**src/rtl/progcmd_pkg.sv**
```systemverilog
`timescale 1ns/1ps
package progcmd_pkg;
  localparam int CMD_W_DEF    = 15;
  localparam int IR_W_DEF     = 4;
  localparam int SEL_CODE_DEF = 5;

  typedef struct packed {
    logic cap;
    logic shf;
    logic upd;
    logic idle;
  } tap_strb_t;
endpackage

```
**src/rtl/progcmd_shift.sv**
```systemverilog
`timescale 1ns/1ps
module progcmd_shift #(
  parameter int W = 15
) (
  input  logic         clk,
  input  logic         rst,
  input  logic         sel,
  input  logic         cap,
  input  logic         shf,
  input  logic         tdi,
  input  logic [W-1:0] load_val,
  output logic [W-1:0] shreg_o,
  output logic         tdo_o
);
  logic [W-1:0] shreg;
  logic         tdo_q;

  always_ff @(posedge clk) begin
    if (rst) begin
      shreg <= '0;
    end else if (sel && cap) begin
      shreg <= load_val;
    end else if (sel && shf) begin
      shreg <= {tdi, shreg[W-1:1]};
    end
  end

  // output stage on the falling edge so the receiver samples a settled bit
  always_ff @(negedge clk) begin
    if (rst) tdo_q <= 1'b0;
    else     tdo_q <= sel ? shreg[0] : 1'b0;
  end

  assign shreg_o = shreg;
  assign tdo_o   = tdo_q;


  capture_load_chk: assert property (@(posedge clk) disable iff (rst)
    (sel && cap) |=> (shreg == $past(load_val)));

  shift_move_chk: assert property (@(posedge clk) disable iff (rst)
    (sel && shf && !cap) |=> (shreg[W-2:0] == $past(shreg[W-1:1]) && shreg[W-1] == $past(tdi)));

  desel_hold_chk: assert property (@(posedge clk) disable iff (rst)
    !sel |=> $stable(shreg));
endmodule

```
**src/rtl/progcmd_apply.sv**
```systemverilog
`timescale 1ns/1ps
module progcmd_apply #(
  parameter int W = 15
) (
  input  logic         clk,
  input  logic         rst,
  input  logic         sel,
  input  logic         upd,
  input  logic [W-1:0] shreg_i,
  output logic [W-1:0] cmd_o
);
  logic [W-1:0] cmd_q;

  always_ff @(posedge clk) begin
    if (rst)              cmd_q <= '0;
    else if (sel && upd)  cmd_q <= shreg_i;
  end

  assign cmd_o = cmd_q;


  apply_take_chk: assert property (@(posedge clk) disable iff (rst)
    (sel && upd) |=> (cmd_o == $past(shreg_i)));

  apply_hold_chk: assert property (@(posedge clk) disable iff (rst)
    !(sel && upd) |=> $stable(cmd_o));
endmodule

```
**src/rtl/progcmd_exec.sv**
```systemverilog
`timescale 1ns/1ps
module progcmd_exec (
  input  logic clk,
  input  logic rst,
  input  logic sel,
  input  logic idle,
  output logic exec_o
);
  logic idle_prev;
  logic ex_q;

  always_ff @(posedge clk) begin
    if (rst) begin
      idle_prev <= 1'b1;
      ex_q      <= 1'b0;
    end else begin
      idle_prev <= idle;
      ex_q      <= sel && idle && !idle_prev;
    end
  end

  assign exec_o = ex_q;


  exec_single_chk: assert property (@(posedge clk) disable iff (rst)
    exec_o |=> !exec_o);

  exec_idle_chk: assert property (@(posedge clk) disable iff (rst)
    (sel && idle && exec_o) |=> !exec_o);

  exec_sel_chk: assert property (@(posedge clk) disable iff (rst)
    !sel |=> !exec_o);
endmodule

```
**src/rtl/progcmd_dr.sv**
```systemverilog
`timescale 1ns/1ps
module progcmd_dr
  import progcmd_pkg::*;
#(
  parameter int CMD_W    = CMD_W_DEF,
  parameter int IR_W     = IR_W_DEF,
  parameter int SEL_CODE = SEL_CODE_DEF
) (
  input  logic             tck,
  input  logic             tap_rst,
  input  logic [IR_W-1:0]  ir_code,
  input  logic             st_capture,
  input  logic             st_shift,
  input  logic             st_update,
  input  logic             st_idle,
  input  logic             tdi,
  input  logic [CMD_W-1:0] result_i,
  output logic             tdo,
  output logic [CMD_W-1:0] cmd_o,
  output logic             exec_o
);
  localparam logic [IR_W-1:0] CODE = IR_W'(SEL_CODE);

  logic             sel;
  tap_strb_t        strb;
  logic [CMD_W-1:0] shreg;

  assign sel  = (ir_code == CODE);
  assign strb = '{cap: st_capture, shf: st_shift, upd: st_update, idle: st_idle};

  progcmd_shift #(.W(CMD_W)) u_shift (
    .clk      (tck),
    .rst      (tap_rst),
    .sel      (sel),
    .cap      (strb.cap),
    .shf      (strb.shf),
    .tdi      (tdi),
    .load_val (result_i),
    .shreg_o  (shreg),
    .tdo_o    (tdo)
  );

  progcmd_apply #(.W(CMD_W)) u_apply (
    .clk     (tck),
    .rst     (tap_rst),
    .sel     (sel),
    .upd     (strb.upd),
    .shreg_i (shreg),
    .cmd_o   (cmd_o)
  );

  progcmd_exec u_exec (
    .clk    (tck),
    .rst    (tap_rst),
    .sel    (sel),
    .idle   (strb.idle),
    .exec_o (exec_o)
  );


  reset_clear_chk: assert property (@(posedge tck)
    $past(tap_rst) |-> (cmd_o == '0 && !exec_o));
endmodule

```
**config.mk**
```make
export PLATFORM = sky130hd
export DESIGN_NAME = progcmd_dr
export DESIGN_NICKNAME = d
export VERILOG_FILES = /design/src/rtl/progcmd_pkg.sv /design/src/rtl/progcmd_shift.sv /design/src/rtl/progcmd_apply.sv /design/src/rtl/progcmd_exec.sv /design/src/rtl/progcmd_dr.sv
export SDC_FILE = /design/constraint.sdc
export NUM_CORES = 1
export LEC_CHECK = 0
export ABC_AREA = 1
export BUFFER_PORTS_ARGS = -buffer_cell sky130_fd_sc_hd__buf_2
export CORE_UTILIZATION = 40
export DETAILED_ROUTE_END_ITERATION = 12
export GPL_TIMING_DRIVEN = 0
export HOLD_SLACK_MARGIN = 0.08
export PLACE_DENSITY = 0.76
export SLEW_MARGIN = 20
export SYNTH_ARGS = -nofsm -noshare
export SYNTH_HDL_FRONTEND = slang
export SYNTH_SLANG_ARGS = --single-unit
```
**constraint.sdc**
```tcl
create_clock -name tck -period 1 [get_ports tck]
set_input_delay 0.05 -clock tck [delete_from_list [all_inputs] [get_ports tck]]
set_output_delay 0.05 -clock tck [all_outputs]
set_load 0.01 [all_outputs]
```
==> metrics list <==
- Maximum resistive drop on vdd: between 0.0008 and 0.0009 V
- Most used standard cell by instance count after synthesis: nand2_1
- Clk Tree Root Cell: clkbuf_8
* Placement row count: 21
- Share of total power in combinational logic: 9.5%
- On the worst path, the slowest cell contributes a delay of between 0.2 and 0.3 ns.
- Unrepaired setup endpoints after global routing: yes
* Maximum clock path buffer count: 2
* Post-synth EDFFs: 0
- List of cells traversed by the critical path: buf_2
* Post-synth design cell area: 1490 um^2
- Area fraction of the dominant cell type after synthesis: 44.33%
- The floorplan step defined a die boundary enclosing 3973 um^2.
- At the end of routability-driven placement, the weighted congestion stood at 0.7597.
* Multi-input gate area in the final layout: approximately 620 um^2
- After filler insertion, the fill cell instance count of the layout stands at 340.
- Share of flip-flops with an asynchronous set or reset: 0%
- Path type of the worst setup path: flop to output pin
* HPWL after DPL: 2.358 mm
- Global routing consumed, over all layers together, between 10% and 20% of the routing resources.
- STA puts the critical path data required time at 0.95 ns.
* Avg Cell Area, Syn: roughly 7 um^2
- Final layout net count: 302
* Predominant post-synthesis flop cell: dfxtp_1
* Largest cells by area after synthesis: dfxtp_1 44%, nand2_1 15%, inv_1 8.8%
- Yosys warns: 0
* Via count of the first global-routing pass: 1387
* Worst Path Arrival: 1.25 ns
* DRC errors left: 0
- Entering global routing, the biggest net connects 11 pins.
- Sequential cells were found to cover 44.33% of the synthesized design area.
- In the post-route analysis, the smallest setup slack over all paths is -0.2963 ns.
- Relative area change from synthesis to final layout: 34.17%
* Instance count of the mapped netlist: 213
* Total of flip-flops plus latches after synthesis: 33
- The number of clock buffers added by TritonCTS is 5.
- STA classifies the critical path startpoint as a flop.
- Clock skew on the completed layout was measured at between 0.05 and 0.06 ns.
* Sum of negative setup slack: -0.2963 ns
- Overall routed net length: 3.616 mm
* Via Count: roughly 1500
* Path type of the worst min-delay path: input port to flop
* Number of sinks handled by clock tree synthesis: 33
- Seq. cell area: 661.9 um^2
- Leak Pwr: 1.077 nW
* Worst max-slew margin expressed relative to the limit: between 70% and 80%
- The count of final max-slew check failures is 0.
- Clock transition at the register clock pins on the worst setup and hold paths after CTS: 0.06 ns
- The hold violation total from the final report came to 0.
- For the pin with the worst max-slew slack, the measured transition is approximately 0.44 ns.
- Power per Cell Area: between 1000 and 1500 nW/um^2
* Boundary Pins: 43
- Max-cap violations in this run came to 0.
- Switching power summed over all nets: 0.6328 mW
- The largest total area in the synthesized netlist belongs to dfxtp_1.
- For this configuration, the core starts out at a cell density of between 40% and 50%.
* Number of DRC violations after detailed-routing iteration 0: 106
- The core region is about 3400 um^2.
- Dominant delay contributor by cell family on the critical path: flip-flops
* Width of the chip: around 63 um
- Clk network pwr share: between 30% and 40%
- The detail route stage leaves a number of antenna-violating nets equal to 0.
- Switching Fraction: 23.89%
- Detail-routed via count per cell: 4.693
- Cell internal power was estimated by the tool at approximately 2.0 mW.
- Clock insertion delay at the later pin of the skew report: 0.34 ns
* Reg power frac: 50.9%
- The die is 63.04 um tall.
* CTS tree: done
- Violations in the final reports: setup timing
* Cell with the biggest individual delay on the critical path: dfxtp_1
- The number of nets handed over by synthesis was 239.
- The number of antenna violations at the first check in global routing was 0.
* Netlist cell types: 22
* Number of buffers and inverters on the critical path: 1
* Routed wire length per instance: approximately 11 um
- For this run, the number of standard cells in the final layout without fillers is 323.
- The H-tree was split into 2 levels.
- Grt ovf: 0
- Most numerous cell types in the synthesized netlist: 60 x nand2_1, 35 x inv_1, 33 x dfxtp_1, 16 x a21oi_1, 16 x nand3_1
* Number of iterations in the first detailed-routing pass: 4
- Cells with a size suffix above 1 make up 24.55% of the layout.
- Setup violations remaining at the end of the flow were counted as 1.
- Sort of element at the end of the critical path: output pin
- The number of antenna diodes in the final layout is 0.
* Wire length of the first global-routing pass: 6.044 mm
- In this run the worst path has a maximum fanout of 1.
* Port Buf Inserts: 41
* Result of the run: finished with violations
- Placed cells: 300
==> through the flow <==
stage          utilization (%)  setup WS (ns)  power (mW)  hold WS (ns)  area [um^2]
4_1_cts                  58.09        -0.3052       2.668       0.08094         1999
3_3_place_gp             50.96        -0.1889       1.592        0.2480         1754
6_report                 58.09        -0.2963       2.649       0.07871         1999
3_5_place_dp             50.96        -0.1897       1.596        0.2513         1754
2_1_floorplan                -       -0.04407       1.503        0.1191         1491
5_1_grt                  58.09        -0.3363       2.748        0.1130         1999
==> kinds of logic (layout without fill, tap and decap cells) <==
family,after synthesis,count (layout),synth area share (%)
simple gates,100,100,30.73
flops,33,33,44.33
buf+inv,49,113,14.53
compound gates,31,31,10.41
==> what timing repair did <==
action                                 in CTS  in global routing
pin swaps                                   1                  0
endpoints found under the hold margin      16                  0
buffers inserted                            0                  0
gates resized for setup                     1                  0
hold buffers                               15                  0
setup endpoints to repair                   2                  1
==> registers in the layout, summed over array words and instances, names as in the netlist <==
signal / cells
u_exec.exec_o: 1
u_shift.shreg_o: 15
u_shift.tdo_o: 1
u_exec.idle_prev: 1
u_apply.cmd_o: 15
==> worst paths after layout <==
path              slack, ns                 end          startpoint  cells after the start
setup / recovery      -0.30                 tdo       u_shift.tdo_o                      1
hold / removal         0.08  u_shift.shreg_o[2]         result_i[2]                      5
setup reg to reg       0.03       u_shift.tdo_o  u_shift.shreg_o[0]                      2
hold reg to reg        0.38       u_exec.exec_o    u_exec.idle_prev                      1
==> cells in the final DEF (no fill, tap or decap), types with 2 or more instances in the layout <==
master         count
a21oi_1           16
buf_2             46
buf_4              3
buf_6              2
clkbuf_1           2
clkbuf_8           6
dfxtp_1           32
dlygate4sd3_1     15
inv_1             35
inv_2              3
nand2_1           60
nand3_1           16
nor2_1            15
o21ai_1           15
==> cell type report <==
type	count	share of cell area, %
Clock buffer	7	4.318
Sequential cell	33	33.10
Clock inverter	2	0.3755
Timing Repair Buffer	56	17.77
Inverter	37	6.946
Tap cell	46	2.879
Buffer	11	3.692
Multi-Input combinational cell	131	30.91
==> layer usage <==
metal	up-vias	track usage, %	share of wire, %
li1	776	-	-
met1	686	22.27	44
met2	47	34.54	48
met3	7	5.839	6.3
met4	0	6.977	1.5
met5	-	0	0
==> power by group through the flow <==
stage	registers, mW	logic, mW	clock network, mW
after detailed placement	1.38	0.206	0.0125
after CTS	1.35	0.251	1.07
after floorplan	1.38	0.107	0.0125
after global routing	1.35	0.278	1.12
after global placement	1.38	0.203	0.0125
final	1.35	0.252	1.05
Note: power is estimated with default switching activity, not from simulation.
